<file path="src/rtl/intr_pkg.sv">
package intr_pkg;

   typedef enum logic [1:0] {
      SEQ_IDLE,
      SEQ_PULSE_A,
      SEQ_GAP,
      SEQ_PULSE_B
   } seq_state_t;

   typedef enum logic [2:0] {
      SRC_NONE,
      SRC_SOFT,
      SRC_NMI,
      SRC_CPERR,
      SRC_MASK
   } src_t;

   localparam int unsigned SRC_COUNT = 4;

   function automatic src_t src_of_index(input int unsigned idx);
      case (idx)
         0:       return SRC_SOFT;
         1:       return SRC_NMI;
         2:       return SRC_CPERR;
         3:       return SRC_MASK;
         default: return SRC_NONE;
      endcase
   endfunction

endpackage

</file>
<file path="src/rtl/nmi_catch.sv">
module nmi_catch (
   input  logic clk,
   input  logic rst_n,
   input  logic pin_i,
   input  logic clr_i,
   output logic pend_o
);
   logic prev_q;
   logic pend_q;
   logic rise;

   assign rise = pin_i & ~prev_q;

   always_ff @(posedge clk) begin
      if (!rst_n) begin
         prev_q <= 1'b0;
         pend_q <= 1'b0;
      end else begin
         prev_q <= pin_i;
         pend_q <= (pend_q & ~clr_i) | rise;
      end
   end

   assign pend_o = pend_q;
endmodule

</file>
<file path="src/rtl/evt_pick.sv">
module evt_pick
   import intr_pkg::*;
(
   input  logic sample_i,
   input  logic soft_i,
   input  logic nmi_pend_i,
   input  logic cperr_i,
   input  logic mask_i,
   input  logic ien_i,
   output src_t src_o
);
   logic [SRC_COUNT-1:0] req;
   logic [SRC_COUNT-1:0] grant;

   assign req = {mask_i & ien_i, cperr_i, nmi_pend_i, soft_i};

   generate
      for (genvar g = 0; g < SRC_COUNT; g++) begin : g_prio
         if (g == 0) begin : g_top
            assign grant[g] = sample_i & req[g];
         end else begin : g_lower
            assign grant[g] = sample_i & req[g] & ~|req[g-1:0];
         end
      end
   endgenerate

   always_comb begin
      src_o = SRC_NONE;
      for (int unsigned i = 0; i < SRC_COUNT; i++) begin
         if (grant[i]) src_o = src_of_index(i);
      end
   end
endmodule

</file>
<file path="src/rtl/ack_seq.sv">
module ack_seq
   import intr_pkg::*;
#(
   parameter int unsigned PULSE_W = 2,
   parameter int unsigned GAP_W   = 1
) (
   input  logic clk,
   input  logic rst_n,
   input  logic start_i,
   output logic ack_o,
   output logic busy_o,
   output logic last_o
);
   localparam int unsigned SPAN  = (PULSE_W > GAP_W) ? PULSE_W : GAP_W;
   localparam int unsigned CNT_W = $clog2(SPAN + 1);
   localparam logic [CNT_W-1:0] PULSE_LD = CNT_W'(PULSE_W - 1);
   localparam logic [CNT_W-1:0] GAP_LD   = CNT_W'(GAP_W - 1);

   seq_state_t       st_q;
   logic [CNT_W-1:0] cnt_q;
   logic             cnt_zero;

   assign cnt_zero = (cnt_q == '0);

   always_ff @(posedge clk) begin
      if (!rst_n) begin
         st_q  <= SEQ_IDLE;
         cnt_q <= '0;
      end else begin
         case (st_q)
            SEQ_IDLE: begin
               if (start_i) begin
                  st_q  <= SEQ_PULSE_A;
                  cnt_q <= PULSE_LD;
               end
            end
            SEQ_PULSE_A: begin
               if (cnt_zero) begin
                  st_q  <= SEQ_GAP;
                  cnt_q <= GAP_LD;
               end else begin
                  cnt_q <= cnt_q - 1'b1;
               end
            end
            SEQ_GAP: begin
               if (cnt_zero) begin
                  st_q  <= SEQ_PULSE_B;
                  cnt_q <= PULSE_LD;
               end else begin
                  cnt_q <= cnt_q - 1'b1;
               end
            end
            SEQ_PULSE_B: begin
               if (cnt_zero) begin
                  st_q <= SEQ_IDLE;
               end else begin
                  cnt_q <= cnt_q - 1'b1;
               end
            end
            default: st_q <= SEQ_IDLE;
         endcase
      end
   end

   assign ack_o  = (st_q == SEQ_PULSE_A) || (st_q == SEQ_PULSE_B);
   assign busy_o = (st_q != SEQ_IDLE);
   assign last_o = (st_q == SEQ_PULSE_B) && cnt_zero;
endmodule

</file>
<file path="src/rtl/intr_accept.sv">
module intr_accept
   import intr_pkg::*;
#(
   parameter int unsigned VEC_W       = 8,
   parameter int unsigned NMI_VEC     = 2,
   parameter int unsigned CPERR_VEC   = 16,
   parameter int unsigned ACK_PULSE_W = 1,
   parameter int unsigned ACK_GAP_W   = 2
) (
   input  logic             clk,
   input  logic             rst_n,
   input  logic             boundary_i,
   input  logic             intr_i,
   input  logic             nmi_i,
   input  logic             ien_i,
   input  logic             swi_req_i,
   input  logic [VEC_W-1:0] swi_vec_i,
   input  logic             cperr_req_i,
   input  logic [VEC_W-1:0] ack_data_i,
   output logic             ack_o,
   output logic             take_o,
   output logic [VEC_W-1:0] vec_o,
   output logic             ext_o
);
   localparam logic [VEC_W-1:0] NMI_CODE   = VEC_W'(NMI_VEC);
   localparam logic [VEC_W-1:0] CPERR_CODE = VEC_W'(CPERR_VEC);

   generate
      if (VEC_W < 1)                  begin : g_bad_w   $error("VEC_W must be positive");            end
      if (NMI_VEC >= (1 << VEC_W))    begin : g_bad_nmi $error("NMI_VEC does not fit VEC_W");        end
      if (CPERR_VEC >= (1 << VEC_W))  begin : g_bad_cpe $error("CPERR_VEC does not fit VEC_W");      end
      if (ACK_PULSE_W < 1)            begin : g_bad_p   $error("ACK_PULSE_W must be at least 1");    end
      if (ACK_GAP_W < 1)              begin : g_bad_g   $error("ACK_GAP_W must be at least 1");      end
   endgenerate

   logic seq_busy;
   logic seq_last;
   logic nmi_pend;
   logic sample;
   src_t pick;

   assign sample = boundary_i & ~seq_busy;

   nmi_catch u_nmi (
      .clk    (clk),
      .rst_n  (rst_n),
      .pin_i  (nmi_i),
      .clr_i  (pick == SRC_NMI),
      .pend_o (nmi_pend)
   );

   evt_pick u_pick (
      .sample_i   (sample),
      .soft_i     (swi_req_i),
      .nmi_pend_i (nmi_pend),
      .cperr_i    (cperr_req_i),
      .mask_i     (intr_i),
      .ien_i      (ien_i),
      .src_o      (pick)
   );

   ack_seq #(
      .PULSE_W (ACK_PULSE_W),
      .GAP_W   (ACK_GAP_W)
   ) u_seq (
      .clk     (clk),
      .rst_n   (rst_n),
      .start_i (pick == SRC_MASK),
      .ack_o   (ack_o),
      .busy_o  (seq_busy),
      .last_o  (seq_last)
   );

   logic             take_q;
   logic [VEC_W-1:0] vec_q;
   logic             ext_q;

   always_ff @(posedge clk) begin
      if (!rst_n) begin
         take_q <= 1'b0;
         vec_q  <= '0;
         ext_q  <= 1'b0;
      end else begin
         take_q <= 1'b0;
         if (seq_last) begin
            take_q <= 1'b1;
            vec_q  <= ack_data_i;
            ext_q  <= 1'b1;
         end else begin
            case (pick)
               SRC_SOFT: begin
                  take_q <= 1'b1;
                  vec_q  <= swi_vec_i;
                  ext_q  <= 1'b0;
               end
               SRC_NMI: begin
                  take_q <= 1'b1;
                  vec_q  <= NMI_CODE;
                  ext_q  <= 1'b1;
               end
               SRC_CPERR: begin
                  take_q <= 1'b1;
                  vec_q  <= CPERR_CODE;
                  ext_q  <= 1'b1;
               end
               default: ;
            endcase
         end
      end
   end

   assign take_o = take_q;
   assign vec_o  = vec_q;
   assign ext_o  = ext_q;
endmodule

</file>
<file path="config.mk">
export PLATFORM = sky130hd
export DESIGN_NAME = intr_accept
export DESIGN_NICKNAME = d
export VERILOG_FILES = /design/src/rtl/intr_pkg.sv /design/src/rtl/nmi_catch.sv /design/src/rtl/evt_pick.sv /design/src/rtl/ack_seq.sv /design/src/rtl/intr_accept.sv
export SDC_FILE = /design/constraint.sdc
export NUM_CORES = 1
export LEC_CHECK = 0
export ABC_AREA = 1
export BUFFER_PORTS_ARGS = -buffer_cell sky130_fd_sc_hd__buf_2
export CAP_MARGIN = 25
export CORE_UTILIZATION = 49
export CTS_CLUSTER_DIAMETER = 80
export DETAILED_ROUTE_END_ITERATION = 12
export GPL_TIMING_DRIVEN = 0
export PLACE_DENSITY = 0.78
export SYNTH_ARGS = -nofsm -noshare
export SYNTH_HDL_FRONTEND = slang
export SYNTH_HIERARCHICAL = 1
export SYNTH_SLANG_ARGS = --single-unit
</file>
<file path="constraint.sdc">
create_clock -name clk -period 2.3 [get_ports clk]
set_input_delay 0.46 -clock clk [delete_from_list [all_inputs] [get_ports clk]]
set_output_delay 0.46 -clock clk [all_outputs]
set_load 0.02 [all_outputs]
</file>
==> impl_metrics.json <==
{
  "yosysTopAreaCell": "dfxtp_1",
  "yosysUniqueCellTypes": 23,
  "startpoint_type": "flop",
  "fin_tns_setup_ns": 0,
  "drt_pass1_iterations": 4,
  "most-common-layout-cells": "nand2_1, buf_2, inv_1, nand3_1, dfxtp_1",
  "crit_fanout": 5,
  "syn_inst": 158,
  "cts_max_level": 1,
  "p_leak_nw": 0.7306,
  "syn2layout_area_growth_pct": 23.49,
  "power_mw": 1.151,
  "place.port_buffers": 34,
  "wl_per_cell_um": 9.960,
  "antenna_found_initial": 0,
  "clockPowerShare_pct": 16.5,
  "core-area_mm2": 0.002002,
  "outcome": "complete, no violations",
  "p_sw_mw": 0.4989,
  "skew_ns": 0.001912,
  "post-route-period-util_pct": 87.41,
  "worst_hold_path.num_cells": 3,
  "grt_usage_pct": 20.96,
  "grt_pass1_wl_um": 3967,
  "die_x_um": 48.40,
  "r2r-end": "u_seq/st_q[0]",
  "grt.overflow.total": 0,
  "yosysWarnings": 6,
  "holdBufCountCts": 0,
  "cp.arrival_ns": 2.23,
  "finalNetCount": 231,
  "hold_viol": 0,
  "grt_pass1_vias": 961,
  "num_rows": 16,
  "fmax_mhz": 497.4,
  "seq_area_frac_synth_pct": 30.37,
  "die_h_um": 48.40,
  "synthArstFlopShare_pct": 0,
  "place_congestion": 0.8348,
  "dieArea_mm2": 0.002342,
  "power.internal_mw": 0.6516,
  "clockRootBuffer": "clkbuf_4",
  "ys_ff_latch": 16,
  "synth_area_leaders": "dfxtp_1, nand2_1, ha_1, nand3_1, inv_1",
  "ys.flop_type": "dfxtp_1",
  "drcViolationCount": 0,
  "worst_pin_slew_ns": 0.4573,
  "hold_start": "nmi_i",
  "path_class": "reg -> reg",
  "clkTransAtPathRegs_ns": 0.10,
  "cts_tree": "yes",
  "powerDensity_mw_per_mm2": 883.3,
  "fillers": 199,
  "r2r_start": "u_seq/st_q[0]",
  "max-cap-violations": 0,
  "vdd.ir_drop.worst_mv": 0.5872,
  "synth_top_area_share_pct": 30.37,
  "dp_hpwl_um": 1754,
  "io-pin-count": 35,
  "cts_setup_buffers": 0,
  "insertedDiodeCount": 0,
  "start_util_pct": 52.69,
  "synth_fp_nets": 192,
  "end_kind": "flop",
  "final_common_cell": "nand2_1",
  "finalCriticalPeriod_ns": 2.010,
  "cts_buffers": 3,
  "wirelength_um": 2221,
  "synth_area_mm2": 0.001055,
  "slew_viol_final": 0,
  "p_seq_share_pct": 33.8,
  "power_frac_comb_pct": 49.7,
  "drt_first_iter_violations": 22,
  "crit_required_ns": 2.52,
  "grt_max_degree": 11,
  "rsz0062_at_grt": "false",
  "whs_endpoint": "u_nmi/prev_q",
  "hp-class": "in -> reg",
  "clock-sinks": 16,
  "post_cts_resize_count": 0,
  "synth-edff-count": 0,
  "r2r_cells": 14,
  "p_sw_share_pct": 43.37,
  "ant_nets": 0,
  "relSlewSlack_pct": 69.51,
  "cts_buffer_depth": 2,
  "syn_area_per_cell_um2": 6.676,
  "r2r_setup_slack_ns": 0.29,
  "setup-violations-final": 0,
  "clk_latency_ns": 0.28,
  "via_per_inst": 4.807,
  "drive_gt1_share_pct": 26.53,
  "via_count": 1072
}
## final cells by class
type                       instances  area, um2  share of cell area, %
multi-input combinational        114      620.6                  47.65
sequential                        16      320.3                  24.59
timing repair buffer              34      170.2                  13.06
inverter                          25      98.84                  7.589
clock buffer                       4      36.28                  2.786
tap                               27      33.78                  2.594
buffer                             3      22.52                  1.729
## registers in the layout, summed over array words and instances (netlist names)
signal and count:
take_o 1, vec_o 8, u_nmi/pend_o 1, ext_o 1, u_seq/cnt_q 2, u_seq/st_q 2
u_nmi/prev_q 1
## power by group through the flow
stage | logic [mW] | registers (mW) | clock network, mW
finish | 0.571 | 0.389 | 0.190
global route | 0.655 | 0.400 | 0.205
CTS | 0.568 | 0.390 | 0.194
detailed placement | 0.566 | 0.396 | 0
global placement | 0.545 | 0.394 | 0
floorplan | 0.368 | 0.446 | 0
## cell usage after synthesis, types with 2 or more instances
master,count
nand2_1,46
inv_1,24
nand3_1,20
dfxtp_1,16
nor2_1,14
ha_1,10
nand4_1,6
a21oi_1,4
nor2_2,3
o21ai_0,2
## how the worst max path moves through the flow
stage                        startpoint             to  cells after the start
after floorplan           u_seq/st_q[0]  u_seq/st_q[1]                     14
after CTS                 u_seq/st_q[0]  u_seq/st_q[0]                     14
after detailed placement  u_seq/st_q[0]  u_seq/st_q[0]                     14
final                     u_seq/st_q[0]  u_seq/st_q[0]                     14
after global placement    u_seq/st_q[0]  u_seq/st_q[0]                     14
after global routing      u_seq/st_q[0]  u_seq/st_q[0]                     15
## critical path, stage by stage, from the launching register on
cell and delay, ns:
dfxtp_1 0.36, inv_1 0.12, ha_1 0.23, inv_1 0.07
nor2_2 0.17, nand3_1 0.11, nor2_1 0.12, inv_1 0.13
nor3_2 0.12, inv_1 0.05, nand2_1 0.07, nand2_1 0.07
nor2_1 0.17, nor2_1 0.06, nor2_1 0.11
## metal layers
metal / GRT usage [%] / up-vias / part of all wire (%)
met1: 26.32 / 472 / 46
met4: 6.863 / 0 / 0.54
met2: 36.85 / 23 / 49
met5: 0 / - / 0
li1: - / 575 / -
met3: 2.830 / 2 / 4.0
## per-stage QoR
| step | instances | area [um2] | util, % | hold slack (ns) | setup WS, ns |
|---|---|---|---|---|---|
| detailed placement | 219 | 1259 | 62.88 | 0.4563 | 0.2063 |
| finish | 223 | 1303 | 65.06 | 0.3670 | 0.2895 |
| global placement | 219 | 1259 | 62.88 | 0.4517 | 0.3560 |
| floorplan | 158 | 1055 | - | 0.4399 | 0.5480 |
| global route | 223 | 1303 | 65.06 | 0.3721 | 0.01322 |
| CTS | 223 | 1295 | 64.69 | 0.3640 | 0.1806 |
## cell families after synthesis
| family | after synthesis | synth area share, % |
|---|---|---|
| compound gates | 11 | 7.356 |
| simple gates | 93 | 38.91 |
| fa+ha+maj | 10 | 11.86 |
| flops | 16 | 30.37 |
| buf+inv | 28 | 11.51 |
No activity file was read; power rests on OpenSTA's default activity.
